<file path="config.mk">
export PLATFORM = sky130hd
export DESIGN_NAME = opnd_bypass
export DESIGN_NICKNAME = d
export VERILOG_FILES = /design/src/rtl/opnd_bypass_pkg.sv /design/src/rtl/opnd_pick.sv /design/src/rtl/opnd_mux.sv /design/src/rtl/opnd_bypass.sv
export SDC_FILE = /design/constraint.sdc
export NUM_CORES = 1
export LEC_CHECK = 0
export BUFFER_PORTS_ARGS = -buffer_cell sky130_fd_sc_hd__buf_2
export CORE_AREA = 2 2 84 86
export DETAILED_ROUTE_END_ITERATION = 10
export DIE_AREA = 0 0 86 88
export MAX_ROUTING_LAYER = met4
export PLACE_DENSITY = 0.75
export SLEW_MARGIN = 20
export SYNTH_ARGS = -nofsm -noshare
export SYNTH_HDL_FRONTEND = slang
export SYNTH_SLANG_ARGS = --single-unit
</file>
<file path="constraint.sdc">
create_clock -name vclk -period 1.85
set_clock_uncertainty 0.1 [all_clocks]
set_input_delay 0.185 -clock vclk [all_inputs]
set_output_delay 0.185 -clock vclk [all_outputs]
set_load 0.02 [all_outputs]
</file>
<file path="src/rtl/opnd_bypass_pkg.sv">
package opnd_bypass_pkg;

    localparam int REG_AW = 5;

    typedef logic [REG_AW-1:0] regnum_t;

    typedef enum logic [1:0] {
        PICK_RF  = 2'b00,
        PICK_MWB = 2'b01,
        PICK_EXM = 2'b10
    } pick_e;

    typedef struct packed {
        logic    wr;
        regnum_t dst;
    } stage_wr_t;

    function automatic logic stage_hits(stage_wr_t st, regnum_t src);
        return st.wr && (st.dst != '0) && (st.dst == src);
    endfunction

endpackage

</file>
<file path="src/rtl/opnd_pick.sv">
module opnd_pick
    import opnd_bypass_pkg::*;
(
    input  regnum_t   src,
    input  stage_wr_t near_st,
    input  stage_wr_t far_st,
    output pick_e     pick
);
    logic near_hit;
    logic far_hit;

    always_comb begin
        near_hit = stage_hits(near_st, src);
        far_hit  = stage_hits(far_st, src);
        if (near_hit)
            pick = PICK_EXM;
        else if (far_hit)
            pick = PICK_MWB;
        else
            pick = PICK_RF;
    end

    always_comb begin
        AST_PICK_LEGAL: assert (pick != 2'b11) else $error("illegal pick code");
    end

endmodule

</file>
<file path="src/rtl/opnd_mux.sv">
module opnd_mux
    import opnd_bypass_pkg::*;
#(
    parameter int DATA_W = 32
) (
    input  pick_e             pick,
    input  logic [DATA_W-1:0] rf_val,
    input  logic [DATA_W-1:0] mwb_val,
    input  logic [DATA_W-1:0] exm_val,
    output logic [DATA_W-1:0] out_val
);
    always_comb begin
        unique case (pick)
            PICK_EXM: out_val = exm_val;
            PICK_MWB: out_val = mwb_val;
            default:  out_val = rf_val;
        endcase
    end
endmodule

</file>
<file path="src/rtl/opnd_bypass.sv">
module opnd_bypass
    import opnd_bypass_pkg::*;
#(
    parameter int DATA_W = 32
) (
    input  logic [REG_AW-1:0] src_a,
    input  logic [REG_AW-1:0] src_b,
    input  logic [DATA_W-1:0] rf_val_a,
    input  logic [DATA_W-1:0] rf_val_b,
    input  logic              exm_wr,
    input  logic [REG_AW-1:0] exm_dst,
    input  logic [DATA_W-1:0] exm_res,
    input  logic              mwb_wr,
    input  logic [REG_AW-1:0] mwb_dst,
    input  logic [DATA_W-1:0] mwb_res,
    output logic [1:0]        pick_a,
    output logic [1:0]        pick_b,
    output logic [DATA_W-1:0] opnd_a,
    output logic [DATA_W-1:0] opnd_b
);
    localparam int NOPS = 2;

    stage_wr_t         exm_st;
    stage_wr_t         mwb_st;
    regnum_t           src_v  [NOPS];
    logic [DATA_W-1:0] rf_v   [NOPS];
    pick_e             pick_v [NOPS];
    logic [DATA_W-1:0] out_v  [NOPS];

    assign exm_st   = '{wr: exm_wr, dst: exm_dst};
    assign mwb_st   = '{wr: mwb_wr, dst: mwb_dst};
    assign src_v[0] = src_a;
    assign src_v[1] = src_b;
    assign rf_v[0]  = rf_val_a;
    assign rf_v[1]  = rf_val_b;

    for (genvar g = 0; g < NOPS; g++) begin : g_lane
        opnd_pick u_pick (
            .src     (src_v[g]),
            .near_st (exm_st),
            .far_st  (mwb_st),
            .pick    (pick_v[g])
        );

        opnd_mux #(.DATA_W(DATA_W)) u_mux (
            .pick    (pick_v[g]),
            .rf_val  (rf_v[g]),
            .mwb_val (mwb_res),
            .exm_val (exm_res),
            .out_val (out_v[g])
        );

        always_comb begin
            if (pick_v[g] == PICK_EXM)
                AST_EXM_DATA: assert (out_v[g] == exm_res) else $error("exm data mismatch");
            if (pick_v[g] == PICK_MWB)
                AST_MWB_DATA: assert (out_v[g] == mwb_res) else $error("mwb data mismatch");
            if (src_v[g] == '0)
                AST_ZERO_NOFWD: assert (pick_v[g] == PICK_RF) else $error("reg zero forwarded");
            if (!exm_wr && !mwb_wr)
                AST_BUBBLE_NOFWD: assert (pick_v[g] == PICK_RF) else $error("bubble forwarded");
            if (exm_wr && exm_dst == src_v[g] && src_v[g] != '0)
                AST_NEAR_WINS: assert (pick_v[g] == PICK_EXM) else $error("near stage lost");
            if (pick_v[g] == PICK_MWB)
                AST_FAR_VALID: assert (mwb_wr && mwb_dst == src_v[g]) else $error("bad far pick");
        end
    end

    assign pick_a = pick_v[0];
    assign pick_b = pick_v[1];
    assign opnd_a = out_v[0];
    assign opnd_b = out_v[1];

endmodule

</file>
==> results of run 1 <==
worst max-delay path by stage:
stage                from    endpoint  slack, ns  cells past startpoint
4_1_cts          src_b[3]  opnd_b[13]      -0.26                      7
6_report       mwb_dst[0]  opnd_b[13]      -0.30                      8
5_1_grt        mwb_dst[1]  opnd_a[17]      -0.33                      7
3_5_place_dp   mwb_dst[0]  opnd_b[29]      -0.28                      7
3_3_place_gp   exm_dst[1]  opnd_b[29]      -0.27                      7
2_1_floorplan  exm_dst[1]   pick_a[0]      -0.07                      6
power groups by stage:
stage	clock network, mW	logic (mW)	registers (mW)
floorplan	0	0.636	0
global placement	0	1.18	0
detailed placement	0	1.20	0
CTS	0	1.41	0
global route	0	1.65	0
finish	0	1.59	0
cells in the mapped netlist:
master	number	area, um^2
nor2_1	2	7.51
buf_2	14	70.1
o21a_1	1	7.51
buf_1	2	7.51
nor4_2	2	25.0
or4_4	1	11.3
or2_1	2	12.5
xnor2_1	10	87.6
clkbuf_1	42	158
inv_2	2	7.51
o31ai_1	64	480
nand4_1	66	413
buf_4	6	45.0
o21ai_1	1	5.00
or2_2	2	12.5
or4_1	1	7.51
or3_1	2	12.5
a31oi_1	64	400
xor2_1	10	87.6
o211ai_2	2	25.0
nor3_1	66	330
per-layer routing:
metal / wire [um] / global-route usage / up-vias / share of wire
met5: 0 / - / - / 0
met4: 763 / 0.166 / 0 / 0.049
met3: 1650 / 0.0650 / 101 / 0.11
met2: 7710 / 0.620 / 449 / 0.49
met1: 5460 / 0.430 / 2117 / 0.35
li1: - / - / 1986 / -
worst min-delay path: stages:
cell and delay, ns:
buf_2 0.11, o31ai_4 0.06, a31oi_4 0.07, buf_6 0.13
kinds of logic (layout without fill, tap and decap cells):
group                     Yosys count  count (layout)  synth area share
buffers and inverters              66             295             0.130
xor gates and xnor gates           20              20            0.0791
and+or+nand+nor                   144             144             0.376
AOI/OAI and AO/OA                 132             132             0.415
what timing repair did:
action                                  in CTS  in global routing
pin swaps                                   21                  8
hold buffers                                 0                  0
endpoints found under the setup margin      66                 68
gates cloned                                 7                  3
buffers inserted                             8                  0
resized for setup                          115                 71
metrics by stage:
step                      power [mW]  cells   util
after floorplan                0.636    362      -
after global placement          1.18    654  0.617
after detailed placement        1.20    654  0.617
after CTS                       1.41    669  0.715
after global routing            1.65    671  0.784
final                           1.59    671  0.784
cell type report:
| type | count | area [um^2] |
|---|---|---|
| timing repair buffer | 293 | 2300 |
| inverter | 2 | 12.5 |
| multi-input combinational | 296 | 2790 |
| tap | 80 | 100 |
| fill | 444 | 1440 |
==> results.sh, run 1 <==
export IMPL_yosysSeqAreaShare=0
export IMPL_drt_pass1_iter_count=6
export IMPL_die_area_um2=7570
export IMPL_critPathCaptureType="output pin"
export IMPL_cp_cell_sequence="buf_8 > or4_4 > o21ai_4 > buf_12 > buf_12 > o31ai_2 > a31oi_2 > buf_4"
export IMPL_place_area_um2=4100
export IMPL_path_delay_family="buffers and inverters"
export IMPL_critPathMaxStageDelay_ns=0.55
export IMPL_whs_ns=0.640
export IMPL_synth_avg_cell_area_um2=6.11
export IMPL_fin_nets=743
export IMPL_vdd_ir_drop_max_mv=0.227
export IMPL_relSlewSlack=0.708
export IMPL_synth_distinct_cells=21
export IMPL_syn_to_final_growth_pct=135
export IMPL_worstMarginPinSlew_ns=0.439
export IMPL_slowest_stage="or4_4"
export IMPL_die_w_um=86
export IMPL_path_buf_inv=4
export IMPL_seq_cell_count=0
export IMPL_syn_inst=362
export IMPL_core_area_um2=6640
export IMPL_drt_wl_total_mm=15.6
export IMPL_hp_class="primary input to output pin"
export IMPL_gr_total_overflow=0
export IMPL_route_detailed_drc=0
export IMPL_gp_congestion=0.925
export IMPL_timing_fmax_mhz=465
export IMPL_p_switching_mw=0.891
export IMPL_grt_first_pass_wirelength_mm=21.8
export IMPL_ant_nets=0
export IMPL_ys_warn_count=0
export IMPL_startpoint_type="primary input"
export IMPL_syn_cell_area_um2=2210
export IMPL_p_seq_frac=0
export IMPL_finalCritPeriodShare=1.16
export IMPL_hold_viol=0
export IMPL_combPwrFrac=1.000
export IMPL_wl_per_cell_um=23.2
export IMPL_vias=4653
export IMPL_final_common_cell="buf_2"
export IMPL_grt_pass1_vias=4406
export IMPL_final_cell_mix="buf_2, buf_4, nand4_1"
export IMPL_io_pins=218
export IMPL_maxCapViolations=0
export IMPL_worstHoldStart="rf_val_a[13]"
export IMPL_slew_violations=0
export IMPL_tns_ns=-16.84
export IMPL_p_leak_nw=1.95
export IMPL_whs_path_depth=4
export IMPL_clock_buffers=0
export IMPL_antennaDiodeCount=0
export IMPL_power_internal_mw=0.698
export IMPL_critPathMostFrequentCell="buf_12"
export IMPL_period_needed_ns=2.15
export IMPL_register_area_um2=0
export IMPL_antenna_found_initial=0
export IMPL_p_sw_frac=0.561
export IMPL_layout_drive_gt1_share=0.690
export IMPL_powerDensity_nw_per_um2=305
export IMPL_syn_nets=512
export IMPL_finalSetupViolCount=68
export IMPL_port_buffers=218
export IMPL_rsz0062_at_grt="yes"
export IMPL_grtUsageTotal=0.370
export IMPL_cp_arrival_ns=1.87
export IMPL_holdPathEnd="opnd_a[13]"
export IMPL_pwr_share_clk=0
export IMPL_crit_fanout=17
export IMPL_dp_slack_ns=-0.284
export IMPL_worstSetupPathType="primary input to output pin"
export IMPL_start_util=0.333
export IMPL_hpwlAfterDp_mm=9.67
export IMPL_status="finished with violations"
export IMPL_violations="negative setup slack"
export IMPL_fin_area_um2=5210
export IMPL_die_y_um=88
export IMPL_cp_required_ns=1.56
export IMPL_viasPerCell=6.93
export IMPL_rows=30
export IMPL_grt_max_degree=41
export IMPL_finalWorstSetupSlack_ns=-0.302
export IMPL_drt_iter0_markers=454
No activity file was read; power rests on OpenSTA's default activity.
==> run 2: changes to the inputs <==
- BUFFER_PORTS_ARGS: -buffer_cell sky130_fd_sc_hd__buf_2 -> default
- CORE_AREA: 2 2 84 86 -> 2 2 85 87
- DIE_AREA: 0 0 86 88 -> 0 0 87 89
- DONT_BUFFER_PORTS: default -> 1
- PLACE_DENSITY: 0.75 -> default
==> run 2 against run 1 <==
Compared with the run above: the run still ends with negative setup slack left; die area up 2.3%; total power down 27%; critical path depth down 2; maximum frequency up 9.8%; routed wire length down 14%; global-route usage down 7.8 points; first-iteration DRC count down 22%; design area down 25%; core utilization down 21 points; sequential cell count unchanged.
==> results.sh, run 2 (same netlist as run 1, synthesis figures left out) <==
export IMPL_slew_violations=0
export IMPL_antennaDiodeCount=0
export IMPL_grt_max_degree=35
export IMPL_p_leak_nw=1.07
export IMPL_route_detailed_drc=0
export IMPL_syn_to_final_growth_pct=75.4
export IMPL_drt_wl_total_mm=13.4
export IMPL_drt_pass1_iter_count=5
export IMPL_tns_ns=-4.24
export IMPL_startpoint_type="primary input"
export IMPL_antenna_found_initial=0
export IMPL_ant_nets=0
export IMPL_core_area_um2=6720
export IMPL_dpl_cell_count=457
export IMPL_finalSetupViolCount=64
export IMPL_worstSetupPathType="primary input to output pin"
export IMPL_vdd_ir_drop_max_mv=0.197
export IMPL_crit_fanout=14
export IMPL_start_util=0.329
export IMPL_vias=3679
export IMPL_gp_congestion=0.877
export IMPL_rows=30
export IMPL_rsz0062_at_grt="yes"
export IMPL_fin_area_um2=3880
export IMPL_cp_arrival_ns=1.67
export IMPL_final_cells=467
export IMPL_period_needed_ns=1.96
export IMPL_relSlewSlack=0.652
export IMPL_register_area_um2=0
export IMPL_die_w_um=87
export IMPL_fin_nets=539
export IMPL_hpwlAfterDp_mm=9.05
export IMPL_layout_drive_gt1_share=0.509
export IMPL_final_common_cell="nand4_1"
export IMPL_clock_buffers=0
export IMPL_hp_class="primary input to output pin"
export IMPL_grtUsageTotal=0.291
export IMPL_timing_fmax_mhz=510
export IMPL_hold_viol=0
export IMPL_port_buffers=0
export IMPL_cts_hold_buf=0
export IMPL_cp_required_ns=1.56
export IMPL_grt_pass1_vias=3367
export IMPL_powerDensity_nw_per_um2=299
export IMPL_maxCapViolations=0
export IMPL_die_y_um=89
export IMPL_wl_per_cell_um=28.7
export IMPL_violations="negative setup slack"
export IMPL_die_area_um2=7740
export IMPL_seq_cell_count=0
export IMPL_io_pins=218
export IMPL_place_area_um2=3250
export IMPL_drt_iter0_markers=354
export IMPL_grt_first_pass_wirelength_mm=17.5
export IMPL_final_cell_mix="nand4_1, buf_4, nor3_1"
export IMPL_critPathCaptureType="output pin"
export IMPL_gr_total_overflow=0
export IMPL_finalCritPeriodShare=1.06
export IMPL_worstMarginPinSlew_ns=0.522
export IMPL_viasPerCell=7.88
export IMPL_finalWorstSetupSlack_ns=-0.109
export IMPL_status="finished with violations"
## run 2: cell count changes in the layout (fill, tap and decap cells not counted), sizes merged
cell and delta:
buf -206, bufbuf +1, clkbuf +1
## run 2: where the power goes
| part | internal, mW | switching [mW] | leakage, nW | total [mW] |
|---|---|---|---|---|
| clock | 0 | 0 | 0 | 0 |
| combinational | 0.455 | 0.705 | 1.07 | 1.16 |
| sequential | 0 | 0 | 0 | 0 |
## run 2: stage by stage
step / utilization / power (mW) / hold WS, ns / worst slack (ns)
2_1_floorplan: - / 0.636 / 0.479 / -0.0684
3_3_place_gp: 0.483 / 0.960 / 0.486 / -0.146
3_5_place_dp: 0.483 / 0.977 / 0.487 / -0.131
4_1_cts: 0.517 / 1.02 / 0.487 / -0.104
5_1_grt: 0.578 / 1.20 / 0.454 / -0.148
6_report: 0.578 / 1.16 / 0.447 / -0.109
## run 2: path summary, 6_finish.rpt
| kind | start | to | slack (ns) | cells past startpoint |
|---|---|---|---|---|
| hold / removal | rf_val_b[0] | opnd_b[0] | 0.45 | 2 |
| setup / recovery | mwb_dst[0] | opnd_b[24] | -0.11 | 6 |
## run 2: cell type report
cell class / count / area [um^2]
Timing Repair Buffer: 89 / 1000
Inverter: 2 / 12.5
Tap cell: 80 / 100
Multi-Input combinational cell: 296 / 2770
Fill cell: 602 / 2840
## run 2: routing by layer
layer | wire, um | up-vias | track usage
li1 | - | 1564 | -
met1 | 4670 | 1716 | 0.336
met2 | 6790 | 332 | 0.510
met3 | 1460 | 67 | 0.0619
met4 | 462 | 0 | 0.0824
met5 | 0 | - | -
## run 2: repair_timing
item	CTS	global route
gates cloned	2	5
resized for setup	26	47
pin swaps	15	8
setup endpoints to repair	66	65
buffers inserted	2	1
## run 2: worst max-delay path: stages
cell	delay (ns)
or4_4	0.55
o21ai_4	0.16
buf_12	0.16
clkbuf_16	0.17
o31ai_1	0.09
a31oi_2	0.34
==> run 3: changes to the inputs <==
- CORE_AREA: 2 2 85 87 -> 2 2 83 85
- DIE_AREA: 0 0 87 89 -> 0 0 85 87
- SYNTH_HIERARCHICAL: default -> 1
- clock period: 1.85 -> 2.3 ns (I/O delays scaled with it)
==> run 3 against run 2 <==
Compared with the run above: the flow now finishes without violations; sequential cell count is the same; cell count shrank 13%; total power shrank 65%; die area shrank 4.5%; via count shrank 35%; setup slack gained 0.18 ns; largest cell class unchanged; largest power group unchanged.
==> results.sh, run 3 <==
export IMPL_die_y_um=87
export IMPL_relSlewSlack=0.775
export IMPL_syn_to_final_growth_pct=50.7
export IMPL_combPwrFrac=1.000
export IMPL_hp_class="primary input to output pin"
export IMPL_hold_viol=0
export IMPL_slew_violations=0
export IMPL_cp_arrival_ns=1.90
export IMPL_worstMarginPinSlew_ns=0.337
export IMPL_viasPerCell=5.87
export IMPL_p_seq_frac=0
export IMPL_gr_total_overflow=0
export IMPL_finalCritPeriodShare=0.969
export IMPL_place_area_um2=2210
export IMPL_total_power_mw=0.409
export IMPL_register_area_um2=0
export IMPL_crit_fanout=17
export IMPL_p_leak_nw=0.937
export IMPL_drt_pass1_iter_count=5
export IMPL_yosysMostFrequentCell="nand2_1"
export IMPL_whs_ns=0.582
export IMPL_antenna_found_initial=0
export IMPL_synth_top_area_frac=0.302
export IMPL_tns_ns=0
export IMPL_io_pins=218
export IMPL_vdd_ir_drop_max_mv=0.0805
export IMPL_powerDensity_nw_per_um2=171
export IMPL_period_needed_ns=2.23
export IMPL_seq_cell_count=0
export IMPL_power_internal_mw=0.186
export IMPL_dpl_cell_count=401
export IMPL_fin_area_um2=2400
export IMPL_ys_top_cells_by_count="nand2_1, a22oi_1, o21ai_1"
export IMPL_vias=2395
export IMPL_drt_iter0_markers=93
export IMPL_syn_nets=422
export IMPL_synth_top_cells_by_area="a22oi_1, o21ai_1, nand2_1, buf_2, xnor2_1"
export IMPL_pwr_share_clk=0
export IMPL_grtUsageTotal=0.162
export IMPL_timing_fmax_mhz=449
export IMPL_critPathMostFrequentCell="buf_4"
export IMPL_gp_congestion=0.747
export IMPL_synth_avg_cell_area_um2=5.94
export IMPL_synth_distinct_cells=19
export IMPL_fin_nets=484
export IMPL_p_switching_mw=0.223
export IMPL_syn_inst=268
export IMPL_rows=30
export IMPL_yosysSeqAreaShare=0
export IMPL_core_area_um2=6570
export IMPL_port_buffers=0
export IMPL_hpwlAfterDp_mm=5.45
export IMPL_layout_drive_gt1_share=0.320
export IMPL_ys_warn_count=6
export IMPL_cp_required_ns=1.97
export IMPL_route_detailed_drc=0
export IMPL_maxCapViolations=0
export IMPL_critPathMaxStageDelay_ns=0.30
export IMPL_grt_pass1_vias=1983
export IMPL_grt_max_degree=39
export IMPL_syn_cell_area_um2=1590
export IMPL_ant_nets=0
export IMPL_cts_hold_buf=0
export IMPL_wl_per_cell_um=18.5
export IMPL_final_cells=408
export IMPL_antennaDiodeCount=0
export IMPL_die_w_um=85
export IMPL_clock_buffers=0
export IMPL_drt_wl_total_mm=7.54
export IMPL_worstSetupPathType="primary input to output pin"
export IMPL_cp_cell_sequence="xnor2_1 > nand3_1 > a211oi_2 > buf_4 > ha_4 > buf_8 > a22oi_1 > o21ai_1 > buf_4"
export IMPL_nFillCells=719
export IMPL_critPathCaptureType="output pin"
export IMPL_start_util=0.242
export IMPL_yosysTopAreaCell="a22oi_1"
export IMPL_startpoint_type="primary input"
export IMPL_p_sw_frac=0.546
export IMPL_status="finished clean"
export IMPL_final_common_cell="buf_4"
export IMPL_slowest_stage="a211oi_2"
export IMPL_die_area_um2=7400
export IMPL_finalSetupViolCount=0
export IMPL_grt_first_pass_wirelength_mm=9.82
export IMPL_final_cell_mix="buf_4, nand2_1, a22oi_1"
[run 3: cell types whose count changed after synthesis, sizes merged, moves of 4 or more]
cell | previous run | this run
ha | 0 | 4
xor2 | 10 | 6
nor3 | 66 | 6
nand3 | 0 | 4
buf | 22 | 28
a22oi | 0 | 64
nand4 | 66 | 0
or2 | 4 | 0
o21ai | 1 | 64
o31ai | 64 | 0
nand2 | 0 | 68
a31oi | 64 | 0
clkbuf | 42 | 0
[run 3: path summary, 6_finish.rpt]
path	from	endpoint	slack, ns	depth (start not counted)
hold / removal	rf_val_b[15]	opnd_b[15]	0.58	3
setup / recovery	exm_dst[1]	opnd_a[21]	0.07	9
[run 3: timing repair]
| action | CTS | global route |
|---|---|---|
| gates cloned | 1 | 2 |
| resized for setup | 2 | 21 |
| pin swaps | 3 | 5 |
| endpoints found under the setup margin | 35 | 64 |
| setup buffers | 3 | 1 |
[run 3: layout make-up]
class	instances	area [um^2]	share of cell area
multi-input combinational	236	1500	0.625
tap	80	100	0.0417
inverter	4	15.0	0.00626
timing repair buffer	88	783	0.327
[run 3: routing by layer]
layer / global-route usage / up-vias / wire, um
met5: - / - / 0
met4: 0.00289 / 0 / 8
met3: 0.0133 / 2 / 604
met2: 0.300 / 135 / 3940
met1: 0.204 / 1144 / 2980
li1: - / 1114 / -
[run 3: power groups by stage]
stage	sequential, mW	clock (mW)	combinational, mW
floorplan	0	0	0.247
global placement	0	0	0.383
detailed placement	0	0	0.389
CTS	0	0	0.398
global route	0	0	0.436
finish	0	0	0.409
[run 3: cells by family after synthesis]
family | after synthesis | share of synthesized area
xor+xnor | 16 | 0.0880
fa+ha+maj | 4 | 0.0314
buf+inv | 32 | 0.124
simple gates | 82 | 0.211
compound gates | 134 | 0.546
[run 3: critical path: cells and delay by family]
family,cells,cell delay (ns)
compound gates,3,0.53
xor+xnor,1,0.16
fa+ha+maj,1,0.29
buf+inv,3,0.58
simple gates,1,0.11
[run 3: metrics by stage]
stage | setup WS, ns | utilization
after global routing | -0.0264 | 0.365
final | 0.0719 | 0.365
after global placement | -0.0199 | 0.336
after floorplan | -0.0567 | -
after detailed placement | -0.102 | 0.336
after CTS | -0.00629 | 0.348
